$ cat src/rtl/virq_arb_pkg.sv
package virq_arb_pkg;
    localparam int SEL_W = 6;
    localparam int LR_MAX = 16;
    localparam logic [SEL_W-1:0] SEL_NONE = '1;
    localparam logic [SEL_W-1:0] SEL_INJ = SEL_W'(LR_MAX);
    localparam logic [1:0] LR_ST_PENDING = 2'b01;

    typedef struct packed {
        logic [SEL_W-1:0] idx;
        logic             virq;
        logic             vfiq;
    } arb_out_t;
endpackage

$ cat src/rtl/virq_lr_pick.sv
module virq_lr_pick
    import virq_arb_pkg::*;
#(
    parameter int NUM_LR = 16,
    parameter int PRIO_W = 8
) (
    input  logic [2*NUM_LR-1:0]      lr_state,
    input  logic [NUM_LR-1:0]        lr_group,
    input  logic [NUM_LR*PRIO_W-1:0] lr_prio,
    input  logic                     grp0_en,
    input  logic                     grp1_en,
    output logic                     found,
    output logic [SEL_W-1:0]         idx,
    output logic [PRIO_W-1:0]        prio,
    output logic                     grp
);
    localparam logic [PRIO_W-1:0] PRIO_IDLE = '1;

    logic [PRIO_W-1:0] prio_lane [NUM_LR];
    logic [NUM_LR-1:0] elig;

    for (genvar g = 0; g < NUM_LR; g++) begin : g_lane
        assign prio_lane[g] = lr_prio[g*PRIO_W +: PRIO_W];
        assign elig[g] = (lr_state[2*g +: 2] == LR_ST_PENDING)
                      && (prio_lane[g] != PRIO_IDLE)
                      && (lr_group[g] ? grp1_en : grp0_en);
    end

    always_comb begin
        found = 1'b0;
        idx   = SEL_NONE;
        prio  = PRIO_IDLE;
        grp   = 1'b0;
        for (int i = 0; i < NUM_LR; i++) begin
            // strict compare keeps the lowest index on equal priority
            if (elig[i] && (prio_lane[i] < prio)) begin
                found = 1'b1;
                idx   = SEL_W'(i);
                prio  = prio_lane[i];
                grp   = lr_group[i];
            end
        end
    end
endmodule

$ cat src/rtl/virq_inj_gate.sv
module virq_inj_gate #(
    parameter int PRIO_W = 8
) (
    input  logic              secure,
    input  logic              inj_group,
    input  logic [PRIO_W-1:0] inj_prio,
    input  logic              grp0_en,
    input  logic              grp1_en,
    input  logic [PRIO_W-1:0] best_lr_prio,
    output logic              inj_win
);
    // an idle injected priority (all ones) can never be strictly below best_lr_prio
    always_comb begin
        inj_win = !secure
               && (inj_prio < best_lr_prio)
               && (inj_group ? grp1_en : grp0_en);
    end
endmodule

$ cat src/rtl/virq_preempt.sv
module virq_preempt #(
    parameter int PRIO_W = 8
) (
    input  logic              vif_en,
    input  logic [PRIO_W-1:0] prio,
    input  logic [PRIO_W-1:0] pmask,
    input  logic [PRIO_W-1:0] gmask,
    input  logic [PRIO_W-1:0] active_prio,
    output logic              can_fire
);
    localparam logic [PRIO_W-1:0] PRIO_IDLE = '1;

    always_comb begin
        if (!vif_en || (prio >= pmask)) begin
            can_fire = 1'b0;
        end else if (active_prio == PRIO_IDLE) begin
            can_fire = 1'b1;
        end else begin
            can_fire = (prio & gmask) < (active_prio & gmask);
        end
    end
endmodule

$ cat src/rtl/virq_arbiter.sv
module virq_arbiter
    import virq_arb_pkg::*;
#(
    parameter int NUM_LR = 16,
    parameter int PRIO_W = 8
) (
    input  logic                     clk,
    input  logic                     rst_n,
    input  logic [2*NUM_LR-1:0]      lr_state,
    input  logic [NUM_LR-1:0]        lr_group,
    input  logic [NUM_LR*PRIO_W-1:0] lr_prio,
    input  logic                     inj_group,
    input  logic [PRIO_W-1:0]        inj_prio,
    input  logic                     secure,
    input  logic                     vif_en,
    input  logic                     grp0_en,
    input  logic                     grp1_en,
    input  logic [PRIO_W-1:0]        pmask,
    input  logic [PRIO_W-1:0]        gmask0,
    input  logic [PRIO_W-1:0]        gmask1,
    input  logic [PRIO_W-1:0]        active_prio,
    output logic [5:0]               sel_idx,
    output logic                     virq,
    output logic                     vfiq
);
    logic              lr_found;
    logic [SEL_W-1:0]  lr_idx;
    logic [PRIO_W-1:0] lr_best_prio;
    logic              lr_best_grp;
    logic              inj_win;
    logic [PRIO_W-1:0] cand_prio;
    logic              cand_grp;
    logic [PRIO_W-1:0] cand_gmask;
    logic              cand_fire;
    arb_out_t          out_d;
    arb_out_t          out_q;

    virq_lr_pick #(.NUM_LR(NUM_LR), .PRIO_W(PRIO_W)) u_pick (
        .lr_state (lr_state),
        .lr_group (lr_group),
        .lr_prio  (lr_prio),
        .grp0_en  (grp0_en),
        .grp1_en  (grp1_en),
        .found    (lr_found),
        .idx      (lr_idx),
        .prio     (lr_best_prio),
        .grp      (lr_best_grp)
    );

    virq_inj_gate #(.PRIO_W(PRIO_W)) u_inj (
        .secure       (secure),
        .inj_group    (inj_group),
        .inj_prio     (inj_prio),
        .grp0_en      (grp0_en),
        .grp1_en      (grp1_en),
        .best_lr_prio (lr_best_prio),
        .inj_win      (inj_win)
    );

    assign cand_prio  = inj_win ? inj_prio : lr_best_prio;
    assign cand_grp   = inj_win ? inj_group : lr_best_grp;
    assign cand_gmask = cand_grp ? gmask1 : gmask0;

    virq_preempt #(.PRIO_W(PRIO_W)) u_pre (
        .vif_en      (vif_en),
        .prio        (cand_prio),
        .pmask       (pmask),
        .gmask       (cand_gmask),
        .active_prio (active_prio),
        .can_fire    (cand_fire)
    );

    always_comb begin
        out_d = '0;
        if (inj_win) begin
            out_d.idx = SEL_INJ;
        end else begin
            out_d.idx = lr_idx;
        end
        if ((inj_win || lr_found) && cand_fire) begin
            out_d.vfiq = !cand_grp;
            out_d.virq = cand_grp;
        end
    end

    always_ff @(posedge clk or negedge rst_n) begin
        if (!rst_n) begin
            out_q <= '{idx: SEL_NONE, virq: 1'b0, vfiq: 1'b0};
        end else begin
            out_q <= out_d;
        end
    end

    assign sel_idx = out_q.idx;
    assign virq    = out_q.virq;
    assign vfiq    = out_q.vfiq;
endmodule

$ cat config.mk
export PLATFORM = sky130hd
export DESIGN_NAME = virq_arbiter
export DESIGN_NICKNAME = d
export VERILOG_FILES = /design/src/rtl/virq_arb_pkg.sv /design/src/rtl/virq_lr_pick.sv /design/src/rtl/virq_inj_gate.sv /design/src/rtl/virq_preempt.sv /design/src/rtl/virq_arbiter.sv
export SDC_FILE = /design/constraint.sdc
export NUM_CORES = 1
export LEC_CHECK = 0
export ABC_AREA = 1
export ABC_CLOCK_PERIOD_IN_PS = 800
export BUFFER_PORTS_ARGS = -buffer_cell sky130_fd_sc_hd__buf_4
export CAP_MARGIN = 20
export CORE_MARGIN = 2
export CORE_UTILIZATION = 47
export DETAILED_ROUTE_END_ITERATION = 10
export GPL_ROUTABILITY_DRIVEN = 0
export PLACE_DENSITY_LB_ADDON = 0.1
export SETUP_SLACK_MARGIN = 0.3
export SYNTH_ARGS = -nofsm -noshare
export SYNTH_HDL_FRONTEND = slang
export SYNTH_SLANG_ARGS = --single-unit
$ cat constraint.sdc
create_clock -name clk -period 0.8 [get_ports clk]
set_clock_uncertainty 0.15 [all_clocks]
set_input_delay 0.12 -clock clk [delete_from_list [all_inputs] [get_ports clk]]
set_output_delay 0.12 -clock clk [all_outputs]
set_load 0.02 [all_outputs]
==> results of run 1 <==
## stage by stage
stage          area [um^2]  cells  setup TNS, ns
4_1_cts              12210   1931        -161.98
3_5_place_dp         11010   1841        -173.30
3_3_place_gp         11010   1841        -164.22
2_1_floorplan         6758   1118        -179.60
## synth_stat cells (4+ instances only)
cell type	n
inv_2	10
a221oi_1	4
a21oi_1	22
o21bai_1	13
or3b_2	9
nand3_1	98
buf_4	11
clkinv_1	5
dfstp_2	6
nand2_1	395
a311oi_1	4
o21ai_1	5
clkbuf_1	4
nor3_1	4
o22ai_1	9
a21boi_1	7
nand2_2	28
inv_1	99
o21a_1	4
ha_1	99
o21ai_0	108
buf_2	6
nand2_4	10
nor2_1	75
a2111oi_0	9
nand4_1	34
a22oi_1	4
nand3b_1	14
nor3b_1	6
## logic make-up after synthesis
family / after synthesis / share of synthesized area, %
buf+inv: 135 / 8.943
simple gates: 677 / 48.84
compound gates: 199 / 18.93
flops: 8 / 3.343
fa+ha+maj: 99 / 19.94
## metal layers
layer / GRT overflow / track usage [%]
met3: 0 / 64.66
met4: 27 / 76.34
met5: 0 / 19.85
met1: 0 / 74.51
met2: 35 / 96.37
## timing repair
item	4_1_cts
resized for setup	146
gates cloned	6
hold endpoints to repair	8
setup buffers	80
pin swaps	110
setup endpoints to repair	16
==> run_summary.xml, run 1 <==
<?xml version="1.0" encoding="UTF-8"?>
<metrics>
  <group name="place">
    <metric name="dp_hpwl" unit="um">22260</metric>
    <metric name="port_buffers" unit="">230</metric>
    <metric name="post-place-ws" unit="ns">-22.74</metric>
  </group>
  <group name="yosys">
    <metric name="synth.area.top_cells" unit="">nand2_1, ha_1, o21ai_0</metric>
    <metric name="dominantRegCellSynth" unit="">dfstp_2</metric>
    <metric name="ys_seq_area_share" unit="%">3.343</metric>
    <metric name="ys.warnings.count" unit="">0</metric>
    <metric name="synth_enable_flop_cells" unit="">0</metric>
    <metric name="post_synthesis_instance_area" unit="mm^2">0.006212</metric>
    <metric name="synth_nets" unit="">1440</metric>
    <metric name="yosys.cell_types.count" unit="">40</metric>
    <metric name="syn-mean-instance-area" unit="um^2">5.557</metric>
    <metric name="synth_top_cell_by_area" unit="">nand2_1</metric>
    <metric name="postSynthRegisterBits" unit="">8</metric>
    <metric name="portion_of_synthesized_cell_area_occupied_by_the_leading_cell_type" unit="%">23.87</metric>
    <metric name="async_flop_share" unit="%">100.0</metric>
    <metric name="postSynthCellCount" unit="">1118</metric>
  </group>
  <group name="clock_network">
    <metric name="h-tree-depth" unit="">1</metric>
    <metric name="ctsRootBufferMaster" unit="">clkbuf_16</metric>
    <metric name="clock_tree.buffer_depth" unit="">2</metric>
    <metric name="cts.sinks" unit="">8</metric>
    <metric name="tritoncts.num_buffers" unit="">3</metric>
  </group>
  <group name="grt">
    <metric name="grt_overflow" unit="">62</metric>
    <metric name="grt_max_degree" unit="">17</metric>
    <metric name="global_route.usage.total" unit="%">77.32</metric>
  </group>
  <group name="status">
    <metric name="stop_stage" unit="">5_1_grt</metric>
    <metric name="result_of_the_run" unit="">stopped before the end</metric>
    <metric name="firstError" unit="">[ERROR GRT-0232] Routing congestion too high. Check the congestion heatmap in the GUI.</metric>
  </group>
  <group name="floorplanning">
    <metric name="die_x" unit="um">119.0</metric>
    <metric name="rows" unit="">42</metric>
    <metric name="die_height" unit="um">119.0</metric>
    <metric name="ios" unit="">231</metric>
    <metric name="initial_utilization" unit="%">47.48</metric>
  </group>
</metrics>
==> inputs of run 2 (changes only) <==
- ABC_CLOCK_PERIOD_IN_PS: 800 -> 1000
- CORE_UTILIZATION: 47 -> 35
- PLACE_DENSITY_LB_ADDON: 0.1 -> 0.15
- SETUP_SLACK_MARGIN: 0.3 -> default
- clock period: 0.8 -> 1 ns (I/O delays scaled with it)
==> run_summary.xml, run 2 <==
<?xml version="1.0" encoding="UTF-8"?>
<metrics>
  <group name="yosys">
    <metric name="synth_top_cell_by_area" unit="">nand2_1</metric>
    <metric name="synth_common_cells" unit="">nand2_1, o21ai_0, ha_1, inv_1, nand3_1</metric>
    <metric name="syn-mean-instance-area" unit="um^2">5.557</metric>
    <metric name="synth_nets" unit="">1440</metric>
    <metric name="dominantRegCellSynth" unit="">dfstp_2</metric>
    <metric name="ys_seq_area_share" unit="%">3.343</metric>
    <metric name="post_synthesis_instance_area" unit="mm^2">0.006212</metric>
    <metric name="post-synth-top-count-cell" unit="">nand2_1</metric>
    <metric name="synth.area.top_cells" unit="">nand2_1, ha_1, o21ai_0</metric>
    <metric name="ys.warnings.count" unit="">0</metric>
    <metric name="postSynthRegisterBits" unit="">8</metric>
    <metric name="yosys.cell_types.count" unit="">40</metric>
    <metric name="synth_enable_flop_cells" unit="">0</metric>
    <metric name="postSynthCellCount" unit="">1118</metric>
    <metric name="async_flop_share" unit="%">100.0</metric>
    <metric name="portion_of_synthesized_cell_area_occupied_by_the_leading_cell_type" unit="%">23.87</metric>
  </group>
  <group name="final_layout">
    <metric name="diode_count" unit="">0</metric>
    <metric name="filler_cell_count" unit="">1286</metric>
    <metric name="mostFrequentLayoutCell" unit="">buf_4</metric>
    <metric name="area_delta_synth_final" unit="%">109.8</metric>
    <metric name="layout_common_cells" unit="">buf_4, nand2_1, inv_1</metric>
    <metric name="drive_gt1_share" unit="%">52.44</metric>
    <metric name="largest_register_ff_count" unit="">6</metric>
    <metric name="post-route-util" unit="%">75.36</metric>
    <metric name="design.final.nets" unit="">2083</metric>
  </group>
  <group name="power">
    <metric name="worst_vdd_drop" unit="V">0.0009856</metric>
    <metric name="powerDensity" unit="mW/mm^2">1155</metric>
    <metric name="net-switching-power" unit="W">0.006927</metric>
    <metric name="swShare" unit="%">46.00</metric>
    <metric name="power.share.sequential" unit="%">3.8</metric>
    <metric name="leakagePower" unit="nW">6.881</metric>
    <metric name="p_clk_share" unit="%">4.5</metric>
    <metric name="p_comb_share" unit="%">91.7</metric>
    <metric name="total_power_consumption" unit="W">0.01506</metric>
    <metric name="cell_internal_pwr" unit="W">0.008133</metric>
  </group>
  <group name="worst_setup_path">
    <metric name="timing.critical_path.buf_inv" unit="">12</metric>
    <metric name="crit_path_frequent_cell" unit="">nand2_4</metric>
    <metric name="cp_slowest_cell" unit="">a2111oi_4</metric>
    <metric name="worstPathRequired" unit="ns">1.01</metric>
    <metric name="worstPathMaxFanout" unit="">8</metric>
    <metric name="setup.worst_path.start_class" unit="">input port</metric>
    <metric name="critical-path-max-stage-delay" unit="ns">0.45</metric>
    <metric name="crit_path_start" unit="">lr_state[1]</metric>
    <metric name="timing_worst_setup_path_type" unit="">input port to flip-flop</metric>
    <metric name="sort_of_element_at_the_end_of_the_critical_path" unit="">flip-flop</metric>
    <metric name="critical_path.top_delay_family" unit="">compound AO/OA/AOI/OAI gates</metric>
    <metric name="worst_ep_arrival_time" unit="ns">22.11</metric>
  </group>
  <group name="clock_network">
    <metric name="clk_pin_slew_worst_paths" unit="ns">0.04</metric>
    <metric name="ctsRootBufferMaster" unit="">clkbuf_16</metric>
    <metric name="h-tree-depth" unit="">1</metric>
    <metric name="cts_tree" unit="">done</metric>
    <metric name="cts.sinks" unit="">8</metric>
    <metric name="clock_tree.buffer_depth" unit="">2</metric>
    <metric name="tritoncts.num_buffers" unit="">3</metric>
  </group>
  <group name="drt">
    <metric name="finalWirelength" unit="um">29390</metric>
    <metric name="num_vias" unit="">10233</metric>
    <metric name="wire_per_inst" unit="um">14.80</metric>
    <metric name="detailedRoute.firstPassIterationCount" unit="">5</metric>
    <metric name="postRouteAntennaNets" unit="">0</metric>
    <metric name="detail_route.iter0.violations" unit="">403</metric>
    <metric name="vias_cell" unit="">5.155</metric>
    <metric name="drcViolationCount" unit="">0</metric>
  </group>
  <group name="grt">
    <metric name="initial_antenna_violation_count" unit="">0</metric>
    <metric name="grt_pass1_vias" unit="">9805</metric>
    <metric name="grt_first_pass_wirelength" unit="um">43640</metric>
    <metric name="grt_overflow" unit="">0</metric>
    <metric name="global_route.usage.total" unit="%">28.09</metric>
    <metric name="grt_max_degree" unit="">17</metric>
  </group>
  <group name="floorplanning">
    <metric name="die_outline_area" unit="mm^2">0.01883</metric>
    <metric name="rows" unit="">48</metric>
    <metric name="die_x" unit="um">137.2</metric>
    <metric name="initial_utilization" unit="%">35.92</metric>
    <metric name="design.core.area" unit="mm^2">0.01730</metric>
    <metric name="die_height" unit="um">137.2</metric>
    <metric name="ios" unit="">231</metric>
  </group>
  <group name="flow_run">
    <metric name="cap_viol_max_count" unit="">0</metric>
  </group>
  <group name="timing">
    <metric name="hold_ws" unit="ns">0.1328</metric>
    <metric name="max_slew.worst_pin.slew" unit="ns">0.5569</metric>
    <metric name="timing.setup.tns" unit="ns">-162.72</metric>
    <metric name="final.min_clock_period" unit="ns">22.10</metric>
    <metric name="max_clock_freq" unit="MHz">45.25</metric>
    <metric name="min_period_over_period" unit="%">2210</metric>
    <metric name="setup_slack" unit="ns">-21.10</metric>
    <metric name="grt_setup_unrepaired" unit="">true</metric>
    <metric name="hold_violations" unit="">0</metric>
    <metric name="final-max-slew-violation-count" unit="">0</metric>
    <metric name="max-slew-margin-rel" unit="%">62.48</metric>
    <metric name="setup_viol_count_final" unit="">16</metric>
  </group>
  <group name="hold_path">
    <metric name="min-delay-path-class" unit="">input port to async pin</metric>
  </group>
  <group name="status">
    <metric name="violations" unit="">setup timing</metric>
    <metric name="result_of_the_run" unit="">finished with violations</metric>
  </group>
  <group name="place">
    <metric name="port_buffers" unit="">230</metric>
    <metric name="dp_hpwl" unit="um">21930</metric>
    <metric name="post-place-ws" unit="ns">-22.37</metric>
  </group>
</metrics>
==> run 2: path summary, 6_finish.rpt <==
path,to,cells after the start
worst max-delay path,virq,125
worst min-delay path,virq,2
max in group asynchronous,sel_idx[1],2
min in group clk,vfiq,5
==> run 2: kinds of logic after synthesis <==
kind of cell	synth area share, %
and+or+nand+nor	48.84
adders and majority gates	19.94
AOI/OAI and AO/OA	18.93
DFF	3.343
buffers and inverters	8.943
==> run 2: power groups by stage <==
stage | clock [W] | combinational, W | sequential, W
4_1_cts | 0.000680 | 0.0122 | 0.000569
2_1_floorplan | 0 | 0.00559 | 0.000674
5_1_grt | 0.000717 | 0.0151 | 0.000580
3_3_place_gp | 0 | 0.0103 | 0.000551
3_5_place_dp | 0 | 0.0105 | 0.000549
6_report | 0.000672 | 0.0138 | 0.000574
==> run 2: repair_timing <==
action | in CTS | in global routing
hold endpoints to repair | 8 | 0
buffers inserted | 71 | 27
gates cloned | 8 | 0
gates resized for setup | 177 | 140
pin swaps | 95 | 68
endpoints found under the setup margin | 16 | 16
hold buffers | 1 | 0
==> run 2: final cells by class <==
class	count	area, um^2	share of cell area (%)
inverters	114	437.9	3.360
clock buffers	4	78.83	0.6047
well taps	225	281.5	2.160
repair buffers	652	5081	38.98
flip-flops and latches	8	207.7	1.593
multi-input cells	982	6948	53.30
==> run 2: stage by stage <==
stage | cells | cell area (um^2)
after global placement | 1888 | 11080
after detailed placement | 1888 | 11080
after global routing | 1985 | 13040
after CTS | 1969 | 12330
final | 1985 | 13040
after floorplan | 1118 | 6758
==> run 2: layer usage <==
metal	global-route usage [%]	vias up	share of wire, %	routed length [um]
li1	-	5097	-	-
met1	32.09	4669	39	11560
met2	55.09	363	52	15160
met3	1.435	104	5.0	1462
met4	9.107	0	4.1	1201
met5	0	-	0	0
(Power assumes the default switching activity.)
==> inputs of run 3 (changes only) <==
- CORE_UTILIZATION: 35 -> 53
- HOLD_SLACK_MARGIN: default -> 0.1
- SYNTH_HIERARCHICAL: default -> 1
==> run_summary.xml, run 3 <==
<?xml version="1.0" encoding="UTF-8"?>
<metrics>
  <group name="yosys">
    <metric name="post_synthesis_instance_area" unit="mm^2">0.006793</metric>
    <metric name="synth.mux.area_fraction" unit="%">0.8105</metric>
    <metric name="postSynthCellCount" unit="">1171</metric>
    <metric name="dominantRegCellSynth" unit="">dfstp_2</metric>
    <metric name="synth_compound_gate_area_share" unit="%">14.33</metric>
    <metric name="post-synth-top-count-cell" unit="">nand2_1</metric>
    <metric name="synth_top_cell_by_area" unit="">nand2_1</metric>
    <metric name="ys_seq_area_share" unit="%">3.058</metric>
    <metric name="ys.warnings.count" unit="">6</metric>
    <metric name="synth_common_cells" unit="">nand2_1, inv_1, nand3_1</metric>
    <metric name="area_share_of_and_or_nand_nor_cells_after_synthesis" unit="%">51.81</metric>
    <metric name="main_combinational_cell_family_by_area_after_synthesis" unit="">simple AND/OR/NAND/NOR gates</metric>
    <metric name="yosys.cell_types.count" unit="">52</metric>
    <metric name="postSynthRegisterBits" unit="">8</metric>
    <metric name="synth_nets" unit="">1494</metric>
    <metric name="async_flop_share" unit="%">100.0</metric>
    <metric name="syn-mean-instance-area" unit="um^2">5.801</metric>
    <metric name="yosys.area_share.adder" unit="%">18.42</metric>
    <metric name="portion_of_synthesized_cell_area_occupied_by_the_leading_cell_type" unit="%">20.50</metric>
    <metric name="synth_enable_flop_cells" unit="">0</metric>
    <metric name="synth.area.top_cells" unit="">nand2_1, ha_1, nand3_1</metric>
    <metric name="yosys.area_share.xor_xnor" unit="%">0</metric>
  </group>
  <group name="clock_network">
    <metric name="ctsHoldBuffers" unit="">1</metric>
    <metric name="tritoncts.num_buffers" unit="">3</metric>
    <metric name="clock_tree.buffer_depth" unit="">2</metric>
    <metric name="ctsRootBufferMaster" unit="">clkbuf_16</metric>
    <metric name="h-tree-depth" unit="">1</metric>
    <metric name="cts.sinks" unit="">8</metric>
    <metric name="post_cts_resize_count" unit="">293</metric>
    <metric name="setup_buffers_after_cts" unit="">77</metric>
  </group>
  <group name="floorplanning">
    <metric name="rows" unit="">41</metric>
    <metric name="ios" unit="">231</metric>
    <metric name="initial_utilization" unit="%">54.05</metric>
    <metric name="die_x" unit="um">117.2</metric>
    <metric name="die_height" unit="um">117.2</metric>
  </group>
  <group name="status">
    <metric name="firstError" unit="">[ERROR DPL-0038] Utilization greater than 100%, impossible to legalize</metric>
    <metric name="stop_stage" unit="">4_1_cts</metric>
    <metric name="result_of_the_run" unit="">stopped before the end</metric>
  </group>
  <group name="place">
    <metric name="dp_cells" unit="">1860</metric>
    <metric name="port_buffers" unit="">230</metric>
    <metric name="dp_hpwl" unit="um">25130</metric>
  </group>
</metrics>
## run 3: cell types whose count changed after synthesis, moves of 9 or more
| cell | previous run | this run |
|---|---|---|
| clkbuf_8 | 0 | 9 |
| inv_1 | 99 | 123 |
| nand2_1 | 395 | 371 |
| nand2_2 | 28 | 50 |
| nand2_4 | 10 | 31 |
| nand3_1 | 98 | 116 |
| o21ai_0 | 108 | 94 |
## run 3: through the flow
stage | cell area (um^2) | utilization, % | hold slack (ns) | worst slack [ns]
2_1_floorplan | 7196 | - | -0.2956 | -21.30
3_5_place_dp | 11230 | 89.35 | -0.1771 | -21.72
3_3_place_gp | 11230 | 89.35 | -0.1858 | -20.01
## run 3: cells by family after synthesis
kind of cell             Yosys count
AND/OR/NAND/NOR                  724
buffers and inverters            166
multiplexers                       5
flip-flops                         8
AO/OA/AOI/OAI                    168
adder cells (fa/ha/maj)          100
